## src/rtl/vseq_pkg.sv

```systemverilog
`timescale 1ns/1ps
package vseq_pkg;
  parameter int DATA_W      = 32;
  parameter int NUM_REGS    = 8;
  parameter int MAX_LEN     = 64;
  parameter int PIPE_DEPTH  = 6;
  parameter int DEAD_CYCLES = 4;   // must be at least 1

  localparam int REG_W  = $clog2(NUM_REGS);
  localparam int IDX_W  = $clog2(MAX_LEN);
  localparam int LEN_W  = IDX_W + 1;
  localparam int DEAD_W = (DEAD_CYCLES > 1) ? $clog2(DEAD_CYCLES) : 1;

  typedef enum logic [1:0] {
    OP_ADD = 2'd0,
    OP_SUB = 2'd1,
    OP_MUL = 2'd2,
    OP_XOR = 2'd3
  } vop_e;

  typedef enum logic [1:0] {
    S_IDLE = 2'd0,
    S_RUN  = 2'd1,
    S_DEAD = 2'd2
  } seq_state_e;

  // control -> datapath: one element launch
  typedef struct packed {
    logic             fire;
    vop_e             op;
    logic [REG_W-1:0] dst;
    logic [IDX_W-1:0] idx;
    logic             last;
  } elem_cmd_t;

  // one pipeline stage
  typedef struct packed {
    logic              valid;
    logic [REG_W-1:0]  dst;
    logic [IDX_W-1:0]  idx;
    logic              last;
    logic [DATA_W-1:0] data;
  } pipe_slot_t;
endpackage

```

## src/rtl/vseq_track.sv

```systemverilog
`timescale 1ns/1ps
// Per-register pending-write flag and written-element counter.
module vseq_track
  import vseq_pkg::*;
(
  input  logic                           clk,
  input  logic                           rstN,
  input  logic                           claimEn,
  input  logic [REG_W-1:0]               claimReg,
  input  logic                           wrEn,
  input  logic [REG_W-1:0]               wrReg,
  input  logic                           wrLast,
  output logic [NUM_REGS-1:0]            liveVec,
  output logic [NUM_REGS-1:0][LEN_W-1:0] wrCnt
);
  for (genvar g = 0; g < NUM_REGS; g++) begin : gReg
    logic             live;
    logic [LEN_W-1:0] cnt;

    always_ff @(posedge clk or negedge rstN) begin
      if (!rstN) begin
        live <= 1'b0;
        cnt  <= '0;
      end else if (claimEn && claimReg == REG_W'(g)) begin
        live <= 1'b1;
        cnt  <= '0;
      end else if (wrEn && wrReg == REG_W'(g)) begin
        cnt <= cnt + 1'b1;
        if (wrLast) live <= 1'b0;
      end
    end

    assign liveVec[g] = live;
    assign wrCnt[g]   = cnt;
  end
endmodule

```

## src/rtl/vseq_ctrl.sv

```systemverilog
`timescale 1ns/1ps
// Sequencer control: issue acceptance, dead time, chaining stalls, element stepping.
module vseq_ctrl
  import vseq_pkg::*;
(
  input  logic                           clk,
  input  logic                           rstN,
  input  logic                           chainEn,
  input  logic                           issueValid,
  output logic                           issueReady,
  input  logic [1:0]                     issueOp,
  input  logic [REG_W-1:0]               issueDst,
  input  logic [REG_W-1:0]               issueSrcA,
  input  logic [REG_W-1:0]               issueSrcB,
  input  logic [LEN_W-1:0]               issueLen,
  input  logic [NUM_REGS-1:0]            liveVec,
  input  logic [NUM_REGS-1:0][LEN_W-1:0] wrCnt,
  output logic                           claimEn,
  output logic [REG_W-1:0]               claimReg,
  output logic [REG_W-1:0]               rdRegA,
  output logic [REG_W-1:0]               rdRegB,
  output logic [IDX_W-1:0]               rdIdx,
  output logic                           running,
  output elem_cmd_t                      cmd
);
  seq_state_e       state;
  logic [DEAD_W-1:0] deadCnt;
  vop_e             curOp;
  logic [REG_W-1:0] curDst, curSrcA, curSrcB;
  logic [LEN_W-1:0] curLen;
  logic [IDX_W-1:0] curIdx;
  logic             waitA, waitB;

  logic [LEN_W-1:0] effLen;
  logic             deadDone, slotFree, accept;
  logic             okA, okB, fire, lastElem;

  always_comb begin
    effLen     = (issueLen > LEN_W'(MAX_LEN)) ? LEN_W'(MAX_LEN) : issueLen;
    deadDone   = (deadCnt == DEAD_W'(DEAD_CYCLES - 1));
    slotFree   = (state == S_IDLE) || (state == S_DEAD && deadDone);
    issueReady = slotFree && !liveVec[issueDst];
    accept     = issueValid && issueReady && (issueLen != '0);

    // a source waits only on a producer that was pending when this instruction issued
    okA = !waitA || !liveVec[curSrcA] ||
          (chainEn && (wrCnt[curSrcA] > {1'b0, curIdx}));
    okB = !waitB || !liveVec[curSrcB] ||
          (chainEn && (wrCnt[curSrcB] > {1'b0, curIdx}));

    fire     = (state == S_RUN) && okA && okB;
    lastElem = ({1'b0, curIdx} == (curLen - 1'b1));
  end

  always_ff @(posedge clk or negedge rstN) begin
    if (!rstN) begin
      state   <= S_IDLE;
      deadCnt <= '0;
      curOp   <= OP_ADD;
      curDst  <= '0;
      curSrcA <= '0;
      curSrcB <= '0;
      curLen  <= '0;
      curIdx  <= '0;
      waitA   <= 1'b0;
      waitB   <= 1'b0;
    end else begin
      if (accept) begin
        curOp   <= vop_e'(issueOp);
        curDst  <= issueDst;
        curSrcA <= issueSrcA;
        curSrcB <= issueSrcB;
        curLen  <= effLen;
        curIdx  <= '0;
        waitA   <= liveVec[issueSrcA];
        waitB   <= liveVec[issueSrcB];
      end
      unique case (state)
        S_IDLE: if (accept) state <= S_RUN;
        S_RUN: begin
          if (fire) begin
            if (lastElem) begin
              state   <= S_DEAD;
              deadCnt <= '0;
            end else begin
              curIdx <= curIdx + 1'b1;
            end
          end
        end
        S_DEAD: begin
          if (deadDone) state <= accept ? S_RUN : S_IDLE;
          else          deadCnt <= deadCnt + 1'b1;
        end
        default: state <= S_IDLE;
      endcase
    end
  end

  assign claimEn  = accept;
  assign claimReg = issueDst;
  assign rdRegA   = curSrcA;
  assign rdRegB   = curSrcB;
  assign rdIdx    = curIdx;
  assign running  = (state == S_RUN);

  always_comb begin
    cmd.fire = fire;
    cmd.op   = curOp;
    cmd.dst  = curDst;
    cmd.idx  = curIdx;
    cmd.last = lastElem;
  end
endmodule

```

## src/rtl/vseq_datapath.sv

```systemverilog
`timescale 1ns/1ps
// Element compute followed by PIPE_DEPTH register stages, write port at the end.
module vseq_datapath
  import vseq_pkg::*;
(
  input  logic              clk,
  input  logic              rstN,
  input  elem_cmd_t         cmd,
  input  logic [DATA_W-1:0] rdDataA,
  input  logic [DATA_W-1:0] rdDataB,
  output logic              wrEn,
  output logic [REG_W-1:0]  wrReg,
  output logic [IDX_W-1:0]  wrIdx,
  output logic [DATA_W-1:0] wrData,
  output logic              wrLast,
  output logic              pipeBusy
);
  logic [DATA_W-1:0]     result;
  logic [PIPE_DEPTH-1:0] validVec;

  always_comb begin
    unique case (cmd.op)
      OP_ADD:  result = rdDataA + rdDataB;
      OP_SUB:  result = rdDataA - rdDataB;
      OP_MUL:  result = rdDataA * rdDataB;
      default: result = rdDataA ^ rdDataB;
    endcase
  end

  for (genvar g = 0; g < PIPE_DEPTH; g++) begin : gStage
    pipe_slot_t slotD, slotQ;
    if (g == 0) begin : gIn
      always_comb begin
        slotD.valid = cmd.fire;
        slotD.dst   = cmd.dst;
        slotD.idx   = cmd.idx;
        slotD.last  = cmd.last;
        slotD.data  = result;
      end
    end else begin : gMid
      assign slotD = gStage[g-1].slotQ;
    end

    always_ff @(posedge clk or negedge rstN) begin
      if (!rstN) slotQ <= '0;
      else       slotQ <= slotD;
    end

    assign validVec[g] = slotQ.valid;
  end

  assign wrEn     = gStage[PIPE_DEPTH-1].slotQ.valid;
  assign wrReg    = gStage[PIPE_DEPTH-1].slotQ.dst;
  assign wrIdx    = gStage[PIPE_DEPTH-1].slotQ.idx;
  assign wrData   = gStage[PIPE_DEPTH-1].slotQ.data;
  assign wrLast   = gStage[PIPE_DEPTH-1].slotQ.valid && gStage[PIPE_DEPTH-1].slotQ.last;
  assign pipeBusy = |validVec;
endmodule

```

## src/rtl/chain_vec_seq.sv

```systemverilog
`timescale 1ns/1ps
module chain_vec_seq
  import vseq_pkg::*;
(
  input  logic              clk,
  input  logic              rstN,
  input  logic              chainEn,
  input  logic              issueValid,
  output logic              issueReady,
  input  logic [1:0]        issueOp,
  input  logic [REG_W-1:0]  issueDst,
  input  logic [REG_W-1:0]  issueSrcA,
  input  logic [REG_W-1:0]  issueSrcB,
  input  logic [LEN_W-1:0]  issueLen,
  output logic [REG_W-1:0]  rdRegA,
  output logic [REG_W-1:0]  rdRegB,
  output logic [IDX_W-1:0]  rdIdx,
  input  logic [DATA_W-1:0] rdDataA,
  input  logic [DATA_W-1:0] rdDataB,
  output logic              wrEn,
  output logic [REG_W-1:0]  wrReg,
  output logic [IDX_W-1:0]  wrIdx,
  output logic [DATA_W-1:0] wrData,
  output logic              busy,
  output logic              done
);
  logic                           claimEn;
  logic [REG_W-1:0]               claimReg;
  logic [NUM_REGS-1:0]            liveVec;
  logic [NUM_REGS-1:0][LEN_W-1:0] wrCnt;
  logic                           running, pipeBusy, wrLast;
  elem_cmd_t                      cmd;

  vseq_ctrl u_ctrl (
    .clk(clk), .rstN(rstN), .chainEn(chainEn),
    .issueValid(issueValid), .issueReady(issueReady), .issueOp(issueOp),
    .issueDst(issueDst), .issueSrcA(issueSrcA), .issueSrcB(issueSrcB),
    .issueLen(issueLen), .liveVec(liveVec), .wrCnt(wrCnt),
    .claimEn(claimEn), .claimReg(claimReg),
    .rdRegA(rdRegA), .rdRegB(rdRegB), .rdIdx(rdIdx),
    .running(running), .cmd(cmd)
  );

  vseq_datapath u_dp (
    .clk(clk), .rstN(rstN), .cmd(cmd),
    .rdDataA(rdDataA), .rdDataB(rdDataB),
    .wrEn(wrEn), .wrReg(wrReg), .wrIdx(wrIdx), .wrData(wrData),
    .wrLast(wrLast), .pipeBusy(pipeBusy)
  );

  vseq_track u_track (
    .clk(clk), .rstN(rstN), .claimEn(claimEn), .claimReg(claimReg),
    .wrEn(wrEn), .wrReg(wrReg), .wrLast(wrLast),
    .liveVec(liveVec), .wrCnt(wrCnt)
  );

  assign busy = running | pipeBusy;
  assign done = wrLast;
endmodule

```

## config.mk

```make
export PLATFORM = sky130hd
export DESIGN_NAME = chain_vec_seq
export DESIGN_NICKNAME = d
export VERILOG_FILES = /design/src/rtl/vseq_pkg.sv /design/src/rtl/vseq_track.sv /design/src/rtl/vseq_ctrl.sv /design/src/rtl/vseq_datapath.sv /design/src/rtl/chain_vec_seq.sv
export SDC_FILE = /design/constraint.sdc
export NUM_CORES = 2
export LEC_CHECK = 0
export BUFFER_PORTS_ARGS = -buffer_cell sky130_fd_sc_hd__buf_2
export CAP_MARGIN = 0
export CORE_ASPECT_RATIO = 1.2
export CORE_MARGIN = 2
export CORE_UTILIZATION = 50
export DETAILED_ROUTE_END_ITERATION = 10
export PLACE_DENSITY = 0.64
export SLEW_MARGIN = 25
export SYNTH_ARGS = -nofsm -noshare
export SYNTH_HDL_FRONTEND = slang
export SYNTH_SLANG_ARGS = --single-unit
```

## constraint.sdc

```tcl
create_clock -name clk -period 5.13 [get_ports clk]
set_input_delay 0.513 -clock clk [delete_from_list [all_inputs] [get_ports clk]]
set_output_delay 0.513 -clock clk [all_outputs]
set_load 0.01 [all_outputs]
```

# Yosys cells after proc, flatten, opt, wreduce, memory -nomap -nowiden
# Index checks and enable logic that the tools add are counted.
dict set report totals {
  output_inout_bits 57
  reg_bits 352
  word_cells 236
  in_bits 86
}
dict set report op_classes {
  mul 1
  reduce_logical 68
  eq_ne 25
  bitwise 2
  add_sub_neg 13
  mux 63
  magnitude_cmp 8
}
# operator n
set op_table {}
lappend op_table {{$mux W7} 19}
lappend op_table {{$pmux W32 S3} 1}
lappend op_table {{$add A7 B1 Y7 const B} 8}
lappend op_table {{$bmux W7 S3} 2}
lappend op_table {{$reduce_bool A2 Y1} 17}
lappend op_table {{$add A32 B32 Y32} 1}
lappend op_table {{$mul A32 B32 Y32} 1}
lappend op_table {{$sub A32 B32 Y32} 1}
lappend op_table {{$xor A32 B32 Y32} 1}
lappend op_table {{$logic_and A1 B1 Y1} 25}
lappend op_table {{$eq A3 B3 Y1 const B} 8}
lappend op_table {{$mux W6} 4}
lappend op_table {{$mux W1} 23}
lappend op_table {{$lt A3 B4 Y1 const B} 5}
lappend op_table {{$reduce_and A2 Y1} 8}
lappend op_table {{$bmux W1 S3} 5}
lappend op_table {{$gt A7 B6 Y1} 2}
lappend op_table {{$mux W2} 7}
lappend op_table {{$eq A3 B2 Y1 const B} 4}
lappend op_table {{$ne A2 B1 Y1 const B} 4}
lappend op_table {{$reduce_and A4 Y1} 2}
lappend op_table {{$eq A6 B7 Y1} 1}
lappend op_table {{$gt A7 B7 Y1 const B} 1}
lappend op_table {{$reduce_bool A7 Y1} 1}
lappend op_table {{15 further kinds} 29}

# Logic depth before layout (Yosys ltp)
dict set report depth {
  word_depth 10
  depth_mapped 28
}

# By module
# From an unflattened synthesis, not the netlist that was laid out.
dict set report unflattened {
  cells_unflattened 3085
  area_unflattened_um2 31869.3
}
# mod area_per_inst_um2 cells_each n_inst
set modules_own_cells {}
lappend modules_own_cells {vseq_datapath 25507.0 2498 1}
lappend modules_own_cells {vseq_track 3320.7 335 1}
lappend modules_own_cells {vseq_ctrl 3035.4 251 1}
lappend modules_own_cells {chain_vec_seq 6.3 1 1}

# Worst setup path after synthesis
# Ideal clock, no wire load.
dict set report synth_path {
  path_kind {in2reg}
  startpoint {in rdDataB[8]}
  endpoint {reg u_dp.gStage[0].slotQ[31] in the netlist's numbering}
  n_path_buf 2
  setup_ns 0.080
  setup_slack_ns -2.218
  arrival_ns 7.269
  stages 24
  path_cell_list {clkbuf_1 clkbuf_1 nand2_1 fa_1 inv_1 fa_1 fa_1 inv_1 fa_1 inv_1 fa_1 ha_1 fa_1 fa_1 ha_1 a21o_1 a21oi_1 inv_1 a2111oi_0 a21oi_1 o311ai_0 a21oi_1 o311a_1 a2bb2oi_1}
}
dict set report synth_via {
  elab_chain_len 2
  word_cells_on_any_way 4
}
# item line_no
set synth_rtl {}
lappend synth_rtl {{from (decl)} chain_vec_seq.sv:19} ;# input logic [DATA_W-1:0] rdDataB,
lappend synth_rtl {{$mul A32 B32 Y32 (tied with other cells)} vseq_datapath.sv:25} ;# OP_MUL: result = rdDataA * rdDataB;
lappend synth_rtl {{$pmux W32 S3 *} vseq_datapath.sv:22} ;# unique case (cmd.op)
lappend synth_rtl {{net u_dp.result[31]} vseq_datapath.sv:18} ;# logic [DATA_W-1:0] result;
lappend synth_rtl {{to (signal assigned)} vseq_datapath.sv:46} ;# else slotQ <= slotD;
lappend synth_rtl {{to (decl)} vseq_datapath.sv:31} ;# pipe_slot_t slotD, slotQ;
# Mark *: on every way through the listed nets, which the timed path passes. The rest lies on a longest branch.
# A chain may end at the register's enable or synchronous reset.

# Final worst setup path
dict set report layout_path {
  startpoint {in rdDataA[13]}
  endpoint {reg u_dp.gStage[0].slotQ[30] in the netlist's numbering}
}
dict set report layout_via {
  elab_chain_len 2
  word_cells_on_any_way 4
}
# item line_no
set layout_rtl {}
lappend layout_rtl {{from (decl)} chain_vec_seq.sv:18} ;# input logic [DATA_W-1:0] rdDataA,
lappend layout_rtl {{$mul A32 B32 Y32 (tied with other cells)} vseq_datapath.sv:25}
lappend layout_rtl {{$pmux W32 S3 *} vseq_datapath.sv:22}
lappend layout_rtl {{net u_dp.result[30]} vseq_datapath.sv:18}
# Marked as above.

==> run metrics <==
dominant cell by count in the synthesized netlist inv_1; DP Worst Slack -2280 ps; # clock sinks 352; unrepaired setup endpoints after global routing yes; via count between 20k and 25k; worst-case clock buffer depth 3; Setup Skew 22.1 ps; outcome finished with violations; die area 64600 um^2; Routed Antenna Nets 0; Setup crit start kind primary input; Achievable Freq 154 MHz; Pre-antenna DRT Iters 6; CTS H-Tree Depth 1; Post-DP Area 34800 um^2; Root Driver clkbuf_16; clk slew on worst S/H paths about 70 ps; net count after synthesis 3720; share of cells above drive strength 1 23.9%; Yosys top cell by area dfrtp_1; Tcrit/Tclk final 126%; Tightest Pin Transition 859 ps; worst path required time 5580 ps; Port Buffer Count 142; synth cell count leaders inv_1 (413), fa_1 (409), dfrtp_1 (352); Filler cells about 5.0k; number of global-route vias before repair 25.7k; Slowest cell on crit path fa_1; reg2reg end u_ctrl.rdIdx[5]$_DFF_PN0_; slowest cell delay on critical path ~570 ps; setup slack after layout -1350 ps; CP endpoint u_dp.gStage[0].slotQ[30]$_DFF_PN0_; max-cap violations 0; syn avg cell area 10.3 um^2; CTS tree built; R2R Setup Slk 790 ps; FF+latch count, synth 352; crit path max fanout 6; Tmin final 6480 ps; All-Layer GR Usage 29.7%; fin. max-slew vios 0; GRT overflow 0; num ports 143; nets@finish 4065; Ys Warns 0; Worst Setup End Kind register; final setup vio count 22; chip width 232 um; post-detailed-placement half-perimeter wirelength 74400 um; initial detailed-routing violation count 1734; number of distinct library cells after synthesis 60; area delta synth->final 20.1%; Total Wirelength 92500 um; worst min path class in2reg; Vias per Instance 5.42; Initial Util 50.5%; worst relative slew slack between 40% and 50%; worst r2r src u_ctrl.rdRegB[0]$_DFFE_PN0P_; Core Box Area 61900 um^2; Final TNS setup -22320 ps; top_reg_cell synth dfrtp_1; Gate Count Post-Synth between 3k and 4k; register area share after synthesis 28.1%; WS Path Type in2reg; row cnt 100; CP Data Arrival Time 6930 ps; synth top area cells dfrtp_1 (28%), fa_1 (26%), ha_1 (7.8%), and2_1 (6.0%), inv_1 (5.0%); TritonCTS Buffers 29; most used cell, CP fa_1; Worst R2R Path Depth 13; # DRC 0; cell area after layout 37600 um^2; drt wl/cell 21.9 um; final hold vios 0; Mapped Area roughly 31000 um^2; RePlAce Congestion 0.954; Synth top area share approximately 28%; Die Y 278 um; clk_lat worst skew 560 ps; async set-reset flop share out of synthesis 100%; Post-synth EDFFs 0; initial antenna violation count 8; first-pass GRT wire length roughly 150000 um; worst hold margin 163 ps; crit path from rdDataA[13]; largest net degree at the start of global routing 144; failing checks setup timing
## cell families (layout without fill, tap and decap cells)
group | count (synthesis) | in the layout | synth area share [%]
compound gates | 287 | 287 | 5.84
fa+ha+maj | 603 | 603 | 33.9
other cells | 0 | 5 | 0
mux | 77 | 77 | 4.05
simple gates | 911 | 911 | 14.6
xor+xnor | 202 | 202 | 5.70
buf+inv | 599 | 966 | 7.77
flops | 352 | 352 | 28.1
## cell type report
cell class | count | area [um^2] | area share [%]
multi-input cells | 2080 | 21000 | 55.8
clock inverters | 15 | 204 | 0.543
inverters | 414 | 1550 | 4.14
clock buffers | 38 | 840 | 2.23
well taps | 816 | 1020 | 2.72
repair buffers | 499 | 4180 | 11.1
flip-flops and latches | 352 | 8810 | 23.4
diodes | 5 | 12.5 | 0.0333
## flip-flops by register name, summed over array words and instances (netlist names)
register           flops
u_ctrl.deadCnt         2
u_ctrl.waitB           1
u_track.gReg.cnt      56
u_ctrl.curLen          7
u_dp.wrData           32
u_ctrl.rdIdx           6
u_ctrl.curDst          3
u_dp.wrReg             3
u_dp.gStage.slotQ    216
u_ctrl.rdRegA          3
u_dp.wrIdx             6
u_ctrl.rdRegB          3
u_track.gReg.live      8
u_ctrl.waitA           1
u_ctrl.state           2
u_dp.wrEn              1
u_ctrl.curOp           2
## layer usage
layer	vias to the layer above	wire (um)	GRT usage, %
li1	10100	-	-
met1	11800	35400	37.3
met2	750	45900	50.4
met3	238	6370	4.50
met4	6	4810	13.5
met5	-	30	0
## metrics by stage
| stage | util (%) | cells |
|---|---|---|
| 2_1_floorplan | - | 3031 |
| 3_3_place_gp | 56.2 | 4106 |
| 3_5_place_dp | 56.2 | 4106 |
| 4_1_cts | 59.9 | 4202 |
| 5_1_grt | 60.7 | 4214 |
| 6_report | 60.7 | 4219 |
## cell usage in the layout (no fill, tap or decap), types with 8 or more instances in the layout
cell	instances
o21ai_2	9
clkbuf_8	8
or3_1	11
and2_4	37
xnor2_1	102
nand2b_1	24
fa_2	37
inv_1	391
xor2_1	93
clkbuf_16	30
nand2_1	332
mux4_2	38
mux2_2	13
and3_1	11
mux2i_1	23
a21oi_1	54
buf_6	45
nor2b_1	10
o21ai_0	48
dfrtp_1	351
fa_1	372
buf_12	25
o21a_1	10
o31ai_1	12
buf_2	105
nand3_1	18
nand4_1	25
a21o_1	38
o21ai_1	17
ha_4	21
buf_4	300
o211ai_1	17
buf_8	17
nor2_1	112
inv_2	23
ha_1	169
nor3_1	17
and2_1	264
## how the worst min path moves through the flow
stage	start	endpoint	cells after the start
floorplan	rstN	u_ctrl.curDst[0]$_DFFE_PN0P_	0
global placement	u_dp.gStage[3].slotQ[4]$_DFF_PN0_	u_dp.gStage[4].slotQ[4]$_DFF_PN0_	0
detailed placement	u_dp.gStage[1].slotQ[27]$_DFF_PN0_	u_dp.gStage[2].slotQ[27]$_DFF_PN0_	0
CTS	issueOp[0]	u_ctrl.curOp[0]$_DFFE_PN0P_	3
global route	issueOp[0]	u_ctrl.curOp[0]$_DFFE_PN0P_	3
finish	issueOp[0]	u_ctrl.curOp[0]$_DFFE_PN0P_	3
## timing repair
action | in CTS | in global routing
cloned | 2 | 1
hold endpoints to repair | 75 | 0
resized for setup | 247 | 89
pin swaps | 133 | 92
hold buffers | 1 | 0
buffers inserted | 44 | 20
setup endpoints to repair | 23 | 23
## worst max-delay path: cells and delay by family
kind                       cells  cell delay (ps)
adders and majority gates      9             4230
AOI/OAI and AO/OA              6              860
buffers and inverters          5              520
and+or+nand+nor                5              790
Power is not shown: default switching activity piles up to over one toggle a cycle in this logic, so the estimate is an artifact.
